[src/rtl/tmds_rx_pkg.sv]
package tmds_rx_pkg;
  localparam int SYM_W  = 10;
  localparam int DATA_W = 8;

  // Blanking tokens, bit 9 down to bit 0, indexed by {C1,C0}
  localparam logic [SYM_W-1:0] TOK_C00 = 10'b1101010100;
  localparam logic [SYM_W-1:0] TOK_C01 = 10'b0010101011;
  localparam logic [SYM_W-1:0] TOK_C10 = 10'b0101010100;
  localparam logic [SYM_W-1:0] TOK_C11 = 10'b1010101011;

  typedef struct packed {
    logic       hit;
    logic [1:0] ctl;
  } tok_match_t;

  function automatic tok_match_t tok_lookup(input logic [SYM_W-1:0] w);
    tok_match_t m;
    m.hit = 1'b1;
    m.ctl = 2'b00;
    case (w)
      TOK_C00: m.ctl = 2'b00;
      TOK_C01: m.ctl = 2'b01;
      TOK_C10: m.ctl = 2'b10;
      TOK_C11: m.ctl = 2'b11;
      default: m.hit = 1'b0;
    endcase
    return m;
  endfunction

  // Undo conditional complement, then the XOR / XNOR chain
  function automatic logic [DATA_W-1:0] pix_recover(input logic [SYM_W-1:0] w);
    logic [DATA_W-1:0] q;
    logic [DATA_W-1:0] d;
    q    = w[9] ? ~w[DATA_W-1:0] : w[DATA_W-1:0];
    d[0] = q[0];
    for (int i = 1; i < DATA_W; i++) begin
      d[i] = q[i] ^ q[i-1] ^ ~w[8];
    end
    return d;
  endfunction
endpackage

[src/rtl/tmds_rx_deser.sv]
module tmds_rx_deser
  import tmds_rx_pkg::*;
(
  input  logic             clk,
  input  logic             rst,
  input  logic             ser_in,
  input  logic             slip,
  output logic [SYM_W-1:0] word,
  output logic             word_vld
);
  localparam int CW = $clog2(SYM_W);

  logic [CW-1:0]    phase;
  logic [SYM_W-1:0] shreg;
  logic [SYM_W-1:0] next_shreg;

  // newest bit enters at the top, so the oldest ends at bit 0
  assign next_shreg = {ser_in, shreg[SYM_W-1:1]};

  always_ff @(posedge clk) begin
    if (rst) begin
      phase    <= '0;
      shreg    <= '0;
      word     <= '0;
      word_vld <= 1'b0;
    end else begin
      shreg    <= next_shreg;
      word_vld <= 1'b0;
      if (slip) begin
        phase <= phase;            // stretch this character by one bit
      end else if (phase == CW'(SYM_W - 1)) begin
        phase    <= '0;
        word     <= next_shreg;
        word_vld <= 1'b1;
      end else begin
        phase <= phase + 1'b1;
      end
    end
  end

  assert_word_gap_R1: assert property (@(posedge clk) disable iff (rst)
    word_vld |=> !word_vld);
endmodule

[src/rtl/tmds_rx_align.sv]
module tmds_rx_align #(
  parameter int LOCK_RUN   = 8,
  parameter int MISS_LIMIT = 32,
  parameter int ERR_LIMIT  = 4
) (
  input  logic clk,
  input  logic rst,
  input  logic word_vld,
  input  logic is_tok,
  output logic locked,
  output logic slip,
  output logic sym_err
);
  localparam int RW = $clog2(LOCK_RUN + 1);
  localparam int MW = $clog2(MISS_LIMIT + 1);
  localparam int EW = $clog2(ERR_LIMIT + 1);

  logic [RW-1:0] run_cnt;
  logic [MW-1:0] miss_cnt;
  logic [EW-1:0] err_cnt;
  logic          prev1_tok;
  logic          prev2_tok;
  logic          glitch;
  logic          line_go;

  // judged one character late: token, lone non-token, token
  assign glitch  = is_tok && !prev1_tok && prev2_tok;
  // token followed by two non-tokens: active line has begun
  assign line_go = !is_tok && !prev1_tok && prev2_tok;

  always_ff @(posedge clk) begin
    if (rst) begin
      locked    <= 1'b0;
      slip      <= 1'b0;
      sym_err   <= 1'b0;
      run_cnt   <= '0;
      miss_cnt  <= '0;
      err_cnt   <= '0;
      prev1_tok <= 1'b0;
      prev2_tok <= 1'b0;
    end else begin
      slip    <= 1'b0;
      sym_err <= 1'b0;
      if (word_vld) begin
        prev1_tok <= is_tok;
        prev2_tok <= prev1_tok;
        if (!locked) begin
          if (is_tok) begin
            miss_cnt <= '0;
            if (run_cnt == RW'(LOCK_RUN - 1)) begin
              locked  <= 1'b1;
              run_cnt <= '0;
              err_cnt <= '0;
            end else begin
              run_cnt <= run_cnt + 1'b1;
            end
          end else begin
            run_cnt <= '0;
            if (miss_cnt == MW'(MISS_LIMIT - 1)) begin
              miss_cnt <= '0;
              slip     <= 1'b1;
            end else begin
              miss_cnt <= miss_cnt + 1'b1;
            end
          end
        end else if (glitch) begin
          sym_err <= 1'b1;
          if (err_cnt == EW'(ERR_LIMIT - 1)) begin
            locked   <= 1'b0;
            err_cnt  <= '0;
            run_cnt  <= '0;
            miss_cnt <= '0;
          end else begin
            err_cnt <= err_cnt + 1'b1;
          end
        end else if (line_go) begin
          err_cnt <= '0;
        end
      end
    end
  end

  assert_slip_unlocked_R6: assert property (@(posedge clk) disable iff (rst)
    slip |-> !locked);
  assert_lock_on_token_R5: assert property (@(posedge clk) disable iff (rst)
    $rose(locked) |-> $past(word_vld && is_tok));
  assert_err_when_locked_R7: assert property (@(posedge clk) disable iff (rst)
    sym_err |-> $past(locked));
  assert_err_pulse_R7: assert property (@(posedge clk) disable iff (rst)
    sym_err |=> !sym_err);
endmodule

[src/rtl/tmds_rx_decode.sv]
module tmds_rx_decode
  import tmds_rx_pkg::*;
(
  input  logic              clk,
  input  logic              rst,
  input  logic [SYM_W-1:0]  word,
  input  logic              word_vld,
  input  logic              locked,
  output logic              out_valid,
  output logic [DATA_W-1:0] out_data,
  output logic              out_de,
  output logic [1:0]        out_ctl
);
  tok_match_t tm;
  assign tm = tok_lookup(word);

  always_ff @(posedge clk) begin
    if (rst) begin
      out_valid <= 1'b0;
      out_data  <= '0;
      out_de    <= 1'b0;
      out_ctl   <= 2'b00;
    end else begin
      out_valid <= word_vld && locked;
      if (word_vld) begin
        if (tm.hit) begin
          out_de   <= 1'b0;
          out_ctl  <= tm.ctl;
          out_data <= '0;
        end else begin
          out_de   <= 1'b1;
          out_ctl  <= 2'b00;
          out_data <= pix_recover(word);
        end
      end
    end
  end

  assert_valid_needs_lock_R5: assert property (@(posedge clk) disable iff (rst)
    out_valid |-> $past(locked));
  assert_token_zero_data_R2: assert property (@(posedge clk) disable iff (rst)
    (out_valid && !out_de) |-> (out_data == '0));
  assert_no_back_to_back_R1: assert property (@(posedge clk) disable iff (rst)
    out_valid |=> !out_valid);
endmodule

[src/rtl/tmds_lane_rx.sv]
module tmds_lane_rx
  import tmds_rx_pkg::*;
#(
  parameter int LOCK_RUN   = 8,
  parameter int MISS_LIMIT = 32,
  parameter int ERR_LIMIT  = 4
) (
  input  logic       clk,
  input  logic       rst,
  input  logic       ser_in,
  output logic       out_valid,
  output logic [7:0] out_data,
  output logic       out_de,
  output logic [1:0] out_ctl,
  output logic       locked,
  output logic       sym_err
);
  logic [SYM_W-1:0] word;
  logic             word_vld;
  logic             slip;
  tok_match_t       tm;

  assign tm = tok_lookup(word);

  tmds_rx_deser u_deser (
    .clk      (clk),
    .rst      (rst),
    .ser_in   (ser_in),
    .slip     (slip),
    .word     (word),
    .word_vld (word_vld)
  );

  tmds_rx_align #(
    .LOCK_RUN   (LOCK_RUN),
    .MISS_LIMIT (MISS_LIMIT),
    .ERR_LIMIT  (ERR_LIMIT)
  ) u_align (
    .clk      (clk),
    .rst      (rst),
    .word_vld (word_vld),
    .is_tok   (tm.hit),
    .locked   (locked),
    .slip     (slip),
    .sym_err  (sym_err)
  );

  tmds_rx_decode u_decode (
    .clk       (clk),
    .rst       (rst),
    .word      (word),
    .word_vld  (word_vld),
    .locked    (locked),
    .out_valid (out_valid),
    .out_data  (out_data),
    .out_de    (out_de),
    .out_ctl   (out_ctl)
  );

  assert_reset_quiet_R4: assert property (@(posedge clk)
    $past(rst) |-> (!locked && !out_valid && !sym_err));
endmodule

[config.mk]
export PLATFORM = sky130hd
export DESIGN_NAME = tmds_lane_rx
export DESIGN_NICKNAME = d
export VERILOG_FILES = /design/src/rtl/tmds_rx_pkg.sv /design/src/rtl/tmds_rx_deser.sv /design/src/rtl/tmds_rx_align.sv /design/src/rtl/tmds_rx_decode.sv /design/src/rtl/tmds_lane_rx.sv
export SDC_FILE = /design/constraint.sdc
export NUM_CORES = 1
export LEC_CHECK = 0
export BUFFER_PORTS_ARGS = -buffer_cell sky130_fd_sc_hd__buf_2
export CAP_MARGIN = 25
export CORE_UTILIZATION = 58
export DETAILED_ROUTE_END_ITERATION = 6
export PLACE_DENSITY = 0.77
export SLEW_MARGIN = 10
export SYNTH_ARGS = -nofsm -noshare
export SYNTH_HDL_FRONTEND = slang
export SYNTH_SLANG_ARGS = --single-unit
[constraint.sdc]
create_clock -name clk -period 2.5 [get_ports clk]
set_input_delay 0.5 -clock clk [delete_from_list [all_inputs] [get_ports clk]]
set_output_delay 0.5 -clock clk [all_outputs]
set_load 0.05 [all_outputs]
# ---- Word level (Yosys, flattened, before mapping)
# Cells that the tools add are included.
dict set report op_classes {
  addsub 4
  n_eq_ne 11
  n_mux 31
  n_bitwise 19
  n_reduce_logical 16
}
# op count
set op_table {}
lappend op_table {{6-bit 2-to-1 mux} 5}
lappend op_table {{4-bit 2-to-1 mux} 6}
lappend op_table {{10-bit equality test, second input constant} 2}
lappend op_table {{3-bit 2-to-1 mux} 6}
lappend op_table {{8-bit 2-to-1 mux} 2}
lappend op_table {{1-bit XOR} 14}
lappend op_table {{10-bit by 8-bit equality test with 1-bit output, second input constant} 1}
lappend op_table {{10-bit by 9-bit equality test with 1-bit output, second input constant} 1}
lappend op_table {{1-bit 2-to-1 mux} 10}
lappend op_table {{4-bit by 1-bit adder with 4-bit output, second input constant} 2}
lappend op_table {{8-bit NOT} 1}
lappend op_table {{4-bit OR reduction} 2}
lappend op_table {{6-bit by 1-bit adder with 6-bit output, second input constant} 1}
lappend op_table {{6-bit by 5-bit equality test with 1-bit output, second input constant} 1}
lappend op_table {{2-bit case mux with 3 select lines} 1}
lappend op_table {{1-bit logical AND} 5}
lappend op_table {{4-bit by 3-bit equality test with 1-bit output, second input constant} 1}
lappend op_table {{4-bit equality test, second input constant} 1}
lappend op_table {{2-bit != test, second input constant} 2}
lappend op_table {{1-bit NOT} 4}
lappend op_table {{4-bit AND reduction} 1}
lappend op_table {{2-bit nonzero test} 2}
lappend op_table {{3-bit by 1-bit adder with 3-bit output, second input constant} 1}
lappend op_table {{3-bit by 2-bit equality test with 1-bit output, second input constant} 1}
lappend op_table {{7 further kinds} 8}
dict set report totals {
  register_bits 55
  inputBits 3
}

# ---- Logic depth before layout (Yosys ltp)
dict set report depth {
  ltp_word 9
  depth_mapped 7
  mapped_depth_nobuf 6
}

# ---- Hierarchy
# A second synthesis with hierarchy kept.
dict set report unflattened {
  cells_unflattened 225
  hier_area_um2 2314.7
}
# mod instances cells_each area_each_um2
set modules_own_cells {}
lappend modules_own_cells {tmds_rx_align 1 100 883.3}
lappend modules_own_cells {tmds_rx_deser 1 63 760.7}
lappend modules_own_cells {tmds_rx_decode 1 55 613.1}
lappend modules_own_cells {tmds_lane_rx 1 7 57.6}

# ---- Least setup slack after synthesis
# No wires, ideal clock.
dict set report synth_path {
  path_kind {register -> register}
  startpoint {register u_deser.word[3]}
  endpoint {register u_align.run_cnt[3]}
  arrival_time_ns 1.660
  required_time_ns 2.412
  path_slack_ns 0.752
  path_stages_with_launch 6
  n_path_buf 0
  period_less_slack_ns 1.748
  cell_sequence {dfxtp_1 -> nand4bb_1 -> nor4b_4 -> nor2_2 -> o41a_1 -> a311oi_2}
}
dict set report synth_via {
  elab_chain_len 7
}
# element line_no
set synth_rtl {}
lappend synth_rtl {{from (decl)} tmds_rx_deser.sv:8} ;# output logic [SYM_W-1:0] word,
lappend synth_rtl {{from (signal assigned)} tmds_rx_deser.sv:33} ;# word <= next_shreg;
lappend synth_rtl {{10-bit equality test (tied with other cells)} tmds_rx_pkg.sv:20} ;# case (w)
lappend synth_rtl {{4-bit OR reduction (no source line) (*)} -}
lappend synth_rtl {{1-bit 2-to-1 mux (*)} tmds_rx_pkg.sv:20}
lappend synth_rtl {{1-bit logical AND (2 in a row)} tmds_rx_align.sv:27} ;# assign glitch = is_tok && !prev1_tok && prev2_tok;
lappend synth_rtl {{2-bit != test (no source line)} -}
lappend synth_rtl {{3-bit AND reduction (no source line)} -}
lappend synth_rtl {{to (signal assigned)} tmds_rx_align.sv:55} ;# run_cnt <= run_cnt + 1'b1;
lappend synth_rtl {{to (decl)} tmds_rx_align.sv:18} ;# logic [RW-1:0] run_cnt;
# Every way passes the cells marked *; elsewhere a longest branch is shown, timed or not.
# A chain may end at the register's enable or synchronous reset.

# ---- Worst setup path in the final report
dict set report layout_path {
  startpoint {register u_deser.word[5]}
  endpoint {register u_align.run_cnt[3]}
}
# Same word-level chain as after synthesis.

==> impl_metrics.csv <==
group,metric,value,unit
yosys,netlist_instances,243,
cts,path_clk_slew,0.10,ns
sta,slew_violations,0,
placement,placement.io_buffers,16,
setup_path,required,2.73,ns
floorplan,die_y,64.56,um
yosys,synthArstFlopShare,0,%
floorplan,initial_core_util,61.08,%
placement,dpl.hpwl,3.012,mm
routing,ant_nets,0,
setup_path,cp_data_arrival_time,2.32,ns
setup_path,r2r-end,"u_align.run_cnt[3]",
routing,wl_per_cell,13.98,um
cells_and_area,final_util,67.04,%
routing,drt_iter0_drc,107,
power_and_ir_drop,max-vdd-ir-drop,370.9,uV
cts,htree_levels,2,
yosys,avgSynthCellArea,9.340,um2
yosys,yosysSeqAreaShare,47.63,%
routing,routed_wl,4.265,mm
cells_and_area,nFillCells,310,
sta,fin_crit_sh,83.67,%
setup_path,r2r_start,"u_deser.word[5]",
yosys,synth-edff-count,0,
cts,clk_latency,0.31,ns
yosys,synth_cell_types,46,
power_and_ir_drop,power.leakage,0.9166,nW
placement,gp_congestion,0.8111,
routing,detail_route.first_pass.iterations,4,
cells_and_area,areaGrowthSynthToFinish,9.757,%
yosys,syn_nets,249,
cells_and_area,drive_gt1_share,13.23,%
yosys,yosysWarnings,0,
grt,grt_pass1_vias,1483,
sta,whs,0.4224,ns
routing,route.vias.total,1729,
setup_path,r2r_cells,5,
floorplan,coreArea,3716,um2
setup_path,regToRegSetupSlack,0.41,ns
cells_and_area,final_net_count,262,
sta,setup_violations,0,
sta,rsz0062_at_grt,"false",
cells_and_area,final_cell_mix,"dfxtp_1 (54), nor2_1 (25), nand2_1 (18)",
sta,fin_crit,2.092,ns
sta,tightestPinTransition,0.6331,ns
cts,post_cts_resized,0,
power_and_ir_drop,powerDensity,583.0,nW/um2
yosys,synth_seq_cells,54,
cells_and_area,layout_commonest_cell,"dfxtp_1",
floorplan,dieArea,4167,um2
floorplan,num_rows,22,
min_path,hp-start,"ser_in",
setup_path,crit_fanout,23,
setup_path,worst-setup-path-type,"flip-flop to flip-flop",
sta,fmax,478.1,MHz
grt,grt_pass1_wl,7.072,mm
cts,clock-sinks,54,
floorplan,dieWidth,64.56,um
cts,cts-buffers-inserted,5,
routing,drcViolationCount,0,
cells_and_area,n_antenna_cell,0,
cts,cts_tree,"yes",
yosys,synthesis.area,2270,um2
cts,ctsHoldBuffers,0,
cells_and_area,register_area,1081,um2
cts,clockRootBuffer,"clkbuf_8",
setup_path,critPathLaunchType,"flip-flop",
grt,grt-ovfl-total,0,
min_path,min_path_type,"input pin to flip-flop",
min_path,whs_path_depth,2,
setup_path,end_kind,"flip-flop",
sta,tns,0,ns
cts,postCtsSetupBuffers,0,
min_path,whs_endpoint,"u_deser.shreg[9]",
cells_and_area,multiInputGateArea,1116,um2
grt,track_usage,21.96,%
cts,cts_buffer_depth,2,
routing,vias_per_cell,5.669,
sta,final_hold_viol_count,0,
grt,antenna_found_initial,0,
sta,skew,0.006158,ns
status,status,"finished clean",
floorplan,ios,17,
sta,max_slew_margin,57.75,%
yosys,synth_ff_type,"dfxtp_1",
grt,grt_max_degree,24,
run,drv_cap,0,
## flip-flops by register name, indices dropped and copies added (netlist names)
| register | count |
|---|---|
| u_align.run_cnt | 4 |
| u_decode.out_ctl | 2 |
| u_align.sym_err | 1 |
| u_align.prev2_tok | 1 |
| u_deser.word | 10 |
| u_decode.out_valid | 1 |
| u_decode.out_data | 8 |
| u_align.err_cnt | 3 |
| u_align.miss_cnt | 6 |
| u_deser.word_vld | 1 |
| u_align.slip | 1 |
| u_deser.phase | 4 |
| u_align.prev1_tok | 1 |
| u_align.locked | 1 |
| u_decode.out_de | 1 |
| u_deser.shreg | 9 |
## final cells by class
cell class / count / share of cell area, %
repair buffers: 20 / 4.420
clock inverters: 3 / 1.155
multi-input cells: 168 / 44.80
inverters: 7 / 1.055
clock buffers: 5 / 2.762
well taps: 48 / 2.411
flip-flops and latches: 54 / 43.40
## worst max-delay path by stage
| stage | from | end | slack [ns] | cells past startpoint |
|---|---|---|---|---|
| after floorplan | u_deser.word[3] | u_align.run_cnt[3] | 0.75 | 5 |
| after global placement | u_deser.word[5] | u_align.locked | 0.32 | 5 |
| after detailed placement | u_deser.word[5] | u_align.miss_cnt[5] | 0.22 | 5 |
| after CTS | u_deser.word[5] | u_align.slip | 0.21 | 5 |
| after global routing | u_deser.word[5] | u_align.run_cnt[3] | 0.29 | 5 |
| final | u_deser.word[5] | u_align.run_cnt[3] | 0.41 | 5 |
## through the flow
stage                     cell area, um2   power, W  worst slack (ns)  instances
after CTS                           2486   0.001466            0.2124        305
after detailed placement            2389  0.0009572            0.2236        297
after floorplan                     2270  0.0009428            0.7522        243
after global routing                2491   0.001512            0.2900        305
final                               2491   0.001452            0.4082        305
after global placement              2389  0.0009553            0.3227        297
## per-layer routing
| metal | routed length [um] | up-vias | track usage (%) |
|---|---|---|---|
| met5 | 0 | - | 0 |
| met1 | 2090 | 821 | 29.81 |
| met2 | 1999 | 26 | 33.42 |
| met3 | 126 | 5 | 5.810 |
| li1 | - | 877 | - |
| met4 | 48 | 0 | 7.778 |
## critical path, cell delays in order (launching register included)
cell,delay [ns]
dfxtp_1,0.44
nand4bb_1,0.19
nor4b_4,0.49
nor2_4,0.20
o41a_1,0.45
a311oi_2,0.23
## kinds of logic after synthesis
| logic type | Yosys count | synth area share [%] |
|---|---|---|
| compound gates | 40 | 12.24 |
| mux | 15 | 6.615 |
| buf+inv | 21 | 3.638 |
| simple gates | 96 | 22.82 |
| xor+xnor | 14 | 5.403 |
| fa+ha+maj | 3 | 1.654 |
| flops | 54 | 47.63 |
## cell usage after synthesis, types with 2 or more instances
library cell,n,share of area (%)
or4_1,2,0.66
nand2b_1,2,0.55
o211ai_1,4,1.3
nor2b_1,13,3.6
nand3_1,12,2.6
a21oi_1,16,3.5
o21ai_0,4,0.88
xnor2_1,8,3.1
nand2_1,18,3.0
ha_1,3,1.7
inv_1,7,1.2
dfxtp_1,54,48
buf_1,3,0.50
mux2i_1,15,6.6
clkbuf_1,8,1.3
nor2_1,25,4.1
o32ai_1,4,1.5
nor4_1,2,0.55
nor3b_1,4,1.3
xor2_1,6,2.3
nor3_1,6,1.3
buf_2,3,0.66
## power by group
| part | total (W) | leakage (nW) | switching, W | internal [W] |
|---|---|---|---|---|
| clock | 0.000516 | 0.0502 | 0.000308 | 0.000208 |
| combinational | 0.0000472 | 0.430 | 0.0000280 | 0.0000193 |
| sequential | 0.000890 | 0.436 | 0.0000152 | 0.000874 |
No activity file was read; power rests on OpenSTA's default activity.
